[config.mk]
export PLATFORM = sky130hd
export DESIGN_NAME = host_mem_port
export DESIGN_NICKNAME = d
export VERILOG_FILES = /design/src/rtl/hmp_pkg.sv /design/src/rtl/hmp_sync.sv /design/src/rtl/hmp_addr_ctl.sv /design/src/rtl/hmp_xfer.sv /design/src/rtl/host_mem_port.sv
export SDC_FILE = /design/constraint.sdc
export NUM_CORES = 1
export LEC_CHECK = 0
export BUFFER_PORTS_ARGS = -buffer_cell sky130_fd_sc_hd__buf_2
export CAP_MARGIN = 20
export CORE_ASPECT_RATIO = 1.25
export CORE_MARGIN = 8
export CORE_UTILIZATION = 55
export CTS_CLUSTER_SIZE = 10
export DETAILED_ROUTE_END_ITERATION = 7
export PLACE_DENSITY = 0.88
export SLEW_MARGIN = 30
export SYNTH_ARGS = -nofsm -noshare
export SYNTH_HDL_FRONTEND = slang
export SYNTH_SLANG_ARGS = --single-unit
[constraint.sdc]
create_clock -name clk -period 3.2 [get_ports clk]
set_clock_uncertainty 0.2 [all_clocks]
set_input_delay 0.64 -clock clk [delete_from_list [all_inputs] [get_ports clk]]
set_output_delay 0.64 -clock clk [all_outputs]
set_load 0.03 [all_outputs]
[src/rtl/hmp_pkg.sv]
package hmp_pkg;

  typedef enum logic {
    MT_PM = 1'b0,
    MT_DM = 1'b1
  } mem_type_e;

  typedef enum logic [1:0] {
    XK_DM    = 2'd0,
    XK_PM_HI = 2'd1,
    XK_PM_LO = 2'd2
  } xfer_kind_e;

  typedef struct packed {
    logic latch_fall;
    logic rd_rise;
    logic wr_rise;
  } host_evt_t;

endpackage

[src/rtl/hmp_sync.sv]
module hmp_sync #(
  parameter int N      = 4,
  parameter int STAGES = 2
) (
  input  logic         clk,
  input  logic         rst,
  input  logic [N-1:0] async_i,
  output logic [N-1:0] level_o,
  output logic [N-1:0] prev_o
);

  for (genvar g = 0; g < N; g++) begin : g_bit
    logic [STAGES-1:0] chain;
    logic              last_q;

    always_ff @(posedge clk) begin
      if (rst) begin
        chain  <= '0;
        last_q <= 1'b0;
      end else begin
        chain  <= {chain[STAGES-2:0], async_i[g]};
        last_q <= chain[STAGES-1];
      end
    end

    assign level_o[g] = chain[STAGES-1];
    assign prev_o[g]  = last_q;
  end

endmodule

[src/rtl/hmp_addr_ctl.sv]
module hmp_addr_ctl
  import hmp_pkg::*;
#(
  parameter int DATA_W = 16,
  parameter int ADDR_W = 14,
  parameter int OVL_W  = 8
) (
  input  logic              clk,
  input  logic              rst,
  input  logic              latch_ev,
  input  logic              step,
  input  logic [DATA_W-1:0] bus,
  output logic [ADDR_W-1:0] addr_o,
  output mem_type_e         mtype_o,
  output logic              pm_lo_o,
  output logic [OVL_W-1:0]  ovl_o
);

  localparam int FLAG_BIT = DATA_W - 1;
  localparam int TYPE_BIT = ADDR_W;

  logic ovl_ok;
  assign ovl_ok = bus[FLAG_BIT] && (bus[FLAG_BIT-1:OVL_W] == '0);

  always_ff @(posedge clk) begin
    if (rst) begin
      addr_o  <= '0;
      mtype_o <= MT_PM;
      pm_lo_o <= 1'b0;
      ovl_o   <= '0;
    end else if (latch_ev) begin
      if (!bus[FLAG_BIT]) begin
        addr_o  <= bus[ADDR_W-1:0];
        mtype_o <= mem_type_e'(bus[TYPE_BIT]);
        pm_lo_o <= 1'b0;
      end else if (ovl_ok) begin
        ovl_o <= bus[OVL_W-1:0];
      end
    end else if (step) begin
      if (mtype_o == MT_DM) begin
        addr_o <= addr_o + 1'b1;
      end else begin
        if (pm_lo_o) addr_o <= addr_o + 1'b1;
        pm_lo_o <= ~pm_lo_o;
      end
    end
  end

endmodule

[src/rtl/hmp_xfer.sv]
module hmp_xfer
  import hmp_pkg::*;
#(
  parameter int          DATA_W    = 16,
  parameter int          PM_W      = 24,
  parameter int          ADDR_W    = 14,
  parameter int unsigned CTRL_BASE = 'h3FE0
) (
  input  logic              clk,
  input  logic              rst,
  input  logic              rd_ev,
  input  logic              wr_ev,
  input  logic [ADDR_W-1:0] addr,
  input  mem_type_e         mtype,
  input  logic              pm_lo,
  input  logic [DATA_W-1:0] bus,
  input  logic [PM_W-1:0]   pm_rdata,
  input  logic [DATA_W-1:0] dm_rdata,
  output logic              step_o,
  output logic              ack_o,
  output logic [DATA_W-1:0] dout_o,
  output logic              pm_req_o,
  output logic              pm_we_o,
  output logic [ADDR_W-1:0] pm_addr_o,
  output logic [PM_W-1:0]   pm_wdata_o,
  output logic              dm_req_o,
  output logic              dm_we_o,
  output logic [ADDR_W-1:0] dm_addr_o,
  output logic [DATA_W-1:0] dm_wdata_o
);

  localparam int LO_W = PM_W - DATA_W;
  localparam logic [ADDR_W-1:0] CTRL_LIM = ADDR_W'(CTRL_BASE);

  xfer_kind_e        kind_now, kind_q;
  logic              is_wr, rd_q, stage1, stage2, ctrl_hit;
  logic [DATA_W-1:0] whold;
  logic [LO_W-1:0]   rhold;

  assign step_o   = ack_o && (rd_ev || wr_ev);
  assign is_wr    = wr_ev;
  assign ctrl_hit = (addr >= CTRL_LIM);

  always_comb begin
    if (mtype == MT_DM)  kind_now = XK_DM;
    else if (pm_lo)      kind_now = XK_PM_LO;
    else                 kind_now = XK_PM_HI;
  end

  always_ff @(posedge clk) begin
    if (rst) begin
      ack_o      <= 1'b1;
      dout_o     <= '0;
      pm_req_o   <= 1'b0;
      pm_we_o    <= 1'b0;
      pm_addr_o  <= '0;
      pm_wdata_o <= '0;
      dm_req_o   <= 1'b0;
      dm_we_o    <= 1'b0;
      dm_addr_o  <= '0;
      dm_wdata_o <= '0;
      stage1     <= 1'b0;
      stage2     <= 1'b0;
      rd_q       <= 1'b0;
      kind_q     <= XK_DM;
      whold      <= '0;
      rhold      <= '0;
    end else begin
      pm_req_o <= 1'b0;
      pm_we_o  <= 1'b0;
      dm_req_o <= 1'b0;
      dm_we_o  <= 1'b0;
      stage1   <= step_o;
      stage2   <= stage1;

      if (step_o) begin
        ack_o  <= 1'b0;
        kind_q <= kind_now;
        rd_q   <= !is_wr;
        case (kind_now)
          XK_DM: begin
            if (!is_wr || !ctrl_hit) begin
              dm_req_o   <= 1'b1;
              dm_we_o    <= is_wr;
              dm_addr_o  <= addr;
              dm_wdata_o <= bus;
            end
          end
          XK_PM_HI: begin
            if (is_wr) begin
              whold <= bus;
            end else begin
              pm_req_o  <= 1'b1;
              pm_addr_o <= addr;
            end
          end
          default: begin
            if (is_wr) begin
              pm_req_o   <= 1'b1;
              pm_we_o    <= 1'b1;
              pm_addr_o  <= addr;
              pm_wdata_o <= {whold, bus[LO_W-1:0]};
            end
          end
        endcase
      end

      if (stage2) begin
        ack_o <= 1'b1;
        if (rd_q) begin
          case (kind_q)
            XK_DM:    dout_o <= dm_rdata;
            XK_PM_HI: begin
              dout_o <= pm_rdata[PM_W-1:LO_W];
              rhold  <= pm_rdata[LO_W-1:0];
            end
            default:  dout_o <= {{(DATA_W-LO_W){1'b0}}, rhold};
          endcase
        end
      end
    end
  end

endmodule

[src/rtl/host_mem_port.sv]
module host_mem_port
  import hmp_pkg::*;
#(
  parameter int          DATA_W    = 16,
  parameter int          PM_W      = 24,
  parameter int          ADDR_W    = 14,
  parameter int          OVL_W     = 8,
  parameter int          SYNC_STG  = 2,
  parameter int unsigned CTRL_BASE = 'h3FE0
) (
  input  logic              clk,
  input  logic              rst,
  input  logic              h_sel,
  input  logic              h_latch,
  input  logic              h_rd,
  input  logic              h_wr,
  input  logic [DATA_W-1:0] h_ad_in,
  output logic [DATA_W-1:0] h_ad_out,
  output logic              h_ack,
  output logic [OVL_W-1:0]  ovl_sel,
  output logic              pm_req,
  output logic              pm_we,
  output logic [ADDR_W-1:0] pm_addr,
  output logic [PM_W-1:0]   pm_wdata,
  input  logic [PM_W-1:0]   pm_rdata,
  output logic              dm_req,
  output logic              dm_we,
  output logic [ADDR_W-1:0] dm_addr,
  output logic [DATA_W-1:0] dm_wdata,
  input  logic [DATA_W-1:0] dm_rdata
);

  localparam int NSTROBE = 4;

  logic [NSTROBE-1:0] lvl, prv;
  logic               sel_ok, step;
  host_evt_t          evt;
  logic [ADDR_W-1:0]  cur_addr;
  mem_type_e          cur_type;
  logic               cur_lo;

  hmp_sync #(.N(NSTROBE), .STAGES(SYNC_STG)) u_sync (
    .clk     (clk),
    .rst     (rst),
    .async_i ({h_wr, h_rd, h_latch, h_sel}),
    .level_o (lvl),
    .prev_o  (prv)
  );

  assign sel_ok         = lvl[0] | prv[0];
  assign evt.latch_fall = sel_ok & ~lvl[1] & prv[1];
  assign evt.rd_rise    = sel_ok &  lvl[2] & ~prv[2];
  assign evt.wr_rise    = sel_ok &  lvl[3] & ~prv[3];

  hmp_addr_ctl #(.DATA_W(DATA_W), .ADDR_W(ADDR_W), .OVL_W(OVL_W)) u_addr (
    .clk      (clk),
    .rst      (rst),
    .latch_ev (evt.latch_fall),
    .step     (step),
    .bus      (h_ad_in),
    .addr_o   (cur_addr),
    .mtype_o  (cur_type),
    .pm_lo_o  (cur_lo),
    .ovl_o    (ovl_sel)
  );

  hmp_xfer #(.DATA_W(DATA_W), .PM_W(PM_W), .ADDR_W(ADDR_W), .CTRL_BASE(CTRL_BASE)) u_xfer (
    .clk        (clk),
    .rst        (rst),
    .rd_ev      (evt.rd_rise),
    .wr_ev      (evt.wr_rise),
    .addr       (cur_addr),
    .mtype      (cur_type),
    .pm_lo      (cur_lo),
    .bus        (h_ad_in),
    .pm_rdata   (pm_rdata),
    .dm_rdata   (dm_rdata),
    .step_o     (step),
    .ack_o      (h_ack),
    .dout_o     (h_ad_out),
    .pm_req_o   (pm_req),
    .pm_we_o    (pm_we),
    .pm_addr_o  (pm_addr),
    .pm_wdata_o (pm_wdata),
    .dm_req_o   (dm_req),
    .dm_we_o    (dm_we),
    .dm_addr_o  (dm_addr),
    .dm_wdata_o (dm_wdata)
  );

endmodule

==> summary.md <==
| Metric | Value |
|---|---|
| Syn avg cell area | `9.28 um^2` |
| Final setup vio count | `0` |
| Slew at the pin with the worst max-slew slack | `872 ps` |
| CP Launch Type | `flip-flop` |
| PwrDens | `554 mW/mm^2` |
| Post-synthesis async set-or-reset flop share | `0%` |
| NumNets Final | `858` |
| Global Route Usage Sum | `21.5%` |
| Max stage delay on crit path | `790 ps` |
| Pin count of the biggest net entering global routing | `105` |
| Final GP Congestion | `0.918` |
| Area growth from synthesis to layout | `23.1%` |
| Syn nets | `720` |
| Port bufs | `158` |
| Clk root buf | `clkbuf_16` |
| Crit Path Class | `flip-flop to flip-flop` |
| EDFF count, synth | `0` |
| H-tree Lvls | `4` |
| Synth Register Bits | `154` |
| Core Util, Final | `68.5%` |
| Cells after Synth | `655` |
| Leakage dissipation | `0.00343 uW` |
| Worst Setup End Kind | `flip-flop` |
| Post-DP HPWL | `11.1 mm` |
| Total congestion overflow | `0` |
| Period minus WS final | `2510 ps` |
| Initial Utilization | `55.7%` |
| Final hold viol count | `0` |
| Core Area | `0.0109 mm^2` |
| Setup TNS | `0 ps` |
| Detailed-route DRC error count | `0` |
| Peak VDD IR | `0.381 mV` |
| Reg clk slew, reported paths | `60 ps` |
| CP required | `3320 ps` |
| IO Pins | `159` |
| Drt first pass iters | `5` |
| Sequential-to-total area share from yosys stat | `50.7%` |
| Final Cycle Share | `78.5%` |
| CP cell instances | `or2_1, o211ai_2, o31ai_2, o21ai_0, a221oi_1` |
| Highest clock rate | `398 MHz` |
| Count of cell types in the netlist | `51` |
| Vias | `5095` |
| Post-DRT Antenna Nets | `0` |
| Die height | `134 um` |
| Die X | `110 um` |
| CTS Sinks | `154` |
| Synth top area share | `50.7%` |
| DRT Wirelength | `15.9 mm` |
| CTS max path bufs | `2` |
| Slowest-stage cell, CP | `o31ai_2` |
| Metal1 wirelength | `6.24 mm` |
| Crit path max fanout | `12` |
| CTS tree | `built` |
| Top sig layer | `met4` |
| Fraction of layout cells with a size suffix above 1 | `26.4%` |
| Avg WL per Cell | `16.9 um` |
| Worst-Skew Late Latency | `420 ps` |
| RSZ-0062 raised after global routing | `false` |
| Top cells by area, synth | `dfxtp_1 (51%), mux2i_1 (14%), nor2_1 (6.7%), nand2_1 (5.5%), a21oi_1 (3.4%)` |
| Die ar. | `0.0147 mm^2` |
| Worst Path Arrival | `2630 ps` |
| Outcome | `finished, final reports clean` |
| Synth Cell Area | `0.00608 mm^2` |
| Drt via density | `5.41` |
| Ys Warns | `0` |
| Max-slew violations | `0` |
| Initial DRC count | `443` |
| Num rows | `43` |
| Vias in the first global route | `5002` |
| Rel. slew slack | `41.8%` |
| Cts hold-fix bufs | `0` |
| WL met2 | `7.86 mm` |
| Antenna cells | `0` |
| First-pass GRT wire length | `25.1 mm` |
| Setup Buffers After CTS | `0` |
| Tightest Hold Check Type | `flip-flop to flip-flop` |
| Metal3 WL | `1.47 mm` |
| Post_cts resized | `0` |
| Initial antenna violation count | `0` |
| Max-Cap Viols | `0` |
| CTS buffer count | `17` |
| Main flop type after synthesis | `dfxtp_1` |
| Area leader, netlist | `dfxtp_1` |
## stage by stage
step | worst slack [ps] | hold slack (ps) | instance area, um^2 | total power [uW] | instances
floorplan | 1050 | 214 | 6080 | 2050 | 655
global route | 423 | 248 | 7480 | 4280 | 941
CTS | 740 | 240 | 7480 | 4170 | 941
global placement | 862 | 219 | 6860 | 2120 | 909
detailed placement | 783 | 227 | 6860 | 2120 | 909
finish | 687 | 235 | 7480 | 4140 | 941
## synth_stat cells, drive strengths merged (2+ instances only)
master,n
dfxtp,154
a21oi,41
and3,2
xnor2,4
nor2,110
nor3b,2
nand3,12
mux2,8
mux2i,87
ha,3
o21ai,14
a221oi,2
a22oi,8
or3,3
nor3,5
o31a,2
inv,6
o311ai,2
buf,20
a211oi,2
and2,4
o32ai,2
nand3b,3
o31ai,3
clkbuf,24
o211a,5
nor2b,16
o22ai,4
nor4,3
nand2,89
nand4,3
## power by group
group | internal [uW] | switching [uW] | total (uW)
Sequential | 1930 | 7.60 | 1940
Combinational | 56.6 | 88.1 | 145
Clock | 1270 | 788 | 2060
Total | 3260 | 884 | 4140
## routing by layer
metal,vias to the layer above,GRT usage [%]
met5,-,0
met3,27,6.96
met2,206,36.3
met1,2364,24.6
met4,0,7.15
li1,2498,-
## worst max-delay path, delay by kind of cell (launching register included)
| family | cells | cell delay (ps) |
|---|---|---|
| AOI/OAI and AO/OA | 4 | 1620 |
| and+or+nand+nor | 1 | 240 |
| DFF | 1 | 350 |
## kinds of logic (layout without fill, tap and decap cells)
kind of cell / Yosys count / after routing / share of synthesized area (%)
simple gates: 257 / 257 / 18.5
flops: 154 / 154 / 50.7
mux: 95 / 95 / 15.8
compound gates: 91 / 91 / 9.51
buf+inv: 50 / 201 / 4.14
xor+xnor: 5 / 5 / 0.720
fa+ha+maj: 3 / 3 / 0.618
## path summary, 6_finish.rpt
path	from	to	slack [ps]	cells after the start
hold / removal	u_xfer.stage1	u_xfer.stage2	240	1
hold reg to reg	u_xfer.stage1	u_xfer.stage2	240	1
setup reg to reg	u_sync.g_bit[0].chain[1]	u_addr.addr_o[0]	690	5
setup / recovery	u_sync.g_bit[0].chain[1]	u_addr.addr_o[0]	690	5
## registers in the layout (all words and copies together), names as in the netlist, 14 cells and up
| register | flops |
|---|---|
| u_xfer.dout_o | 16 |
| u_addr.addr_o | 14 |
| u_xfer.whold | 16 |
| u_xfer.pm_wdata_o | 24 |
| u_xfer.dm_wdata_o | 16 |
| u_xfer.pm_addr_o | 14 |
| u_xfer.dm_addr_o | 14 |
## cell usage in the layout, fill, tap and decap left out, types with 3 or more instances in the layout
master,n
ha_1,3
clkinv_4,3
o21ai_0,14
nor2_1,108
and2_1,3
or3_1,3
nand3b_1,3
buf_2,157
o211a_1,5
clkinvlp_4,3
mux2_2,8
dfxtp_1,154
bufinv_16,3
nor3_1,3
nor2b_1,16
mux2i_1,87
nand4_1,3
a21oi_1,41
nand2_1,89
a22oi_1,8
nor4_1,3
o22ai_1,4
clkbuf_16,17
nand3_1,11
buf_4,5
xnor2_1,4
inv_1,5
## area by class of cell
cell class                 count  area [um^2]
multi-input combinational    451         2750
sequential                   154         3080
inverter                       6         22.5
tap                          135          169
clock buffer                  19          453
timing repair buffer         163          843
clock inverter                13          166
fill                         855         3440
Power figures use the tool's default switching activity.
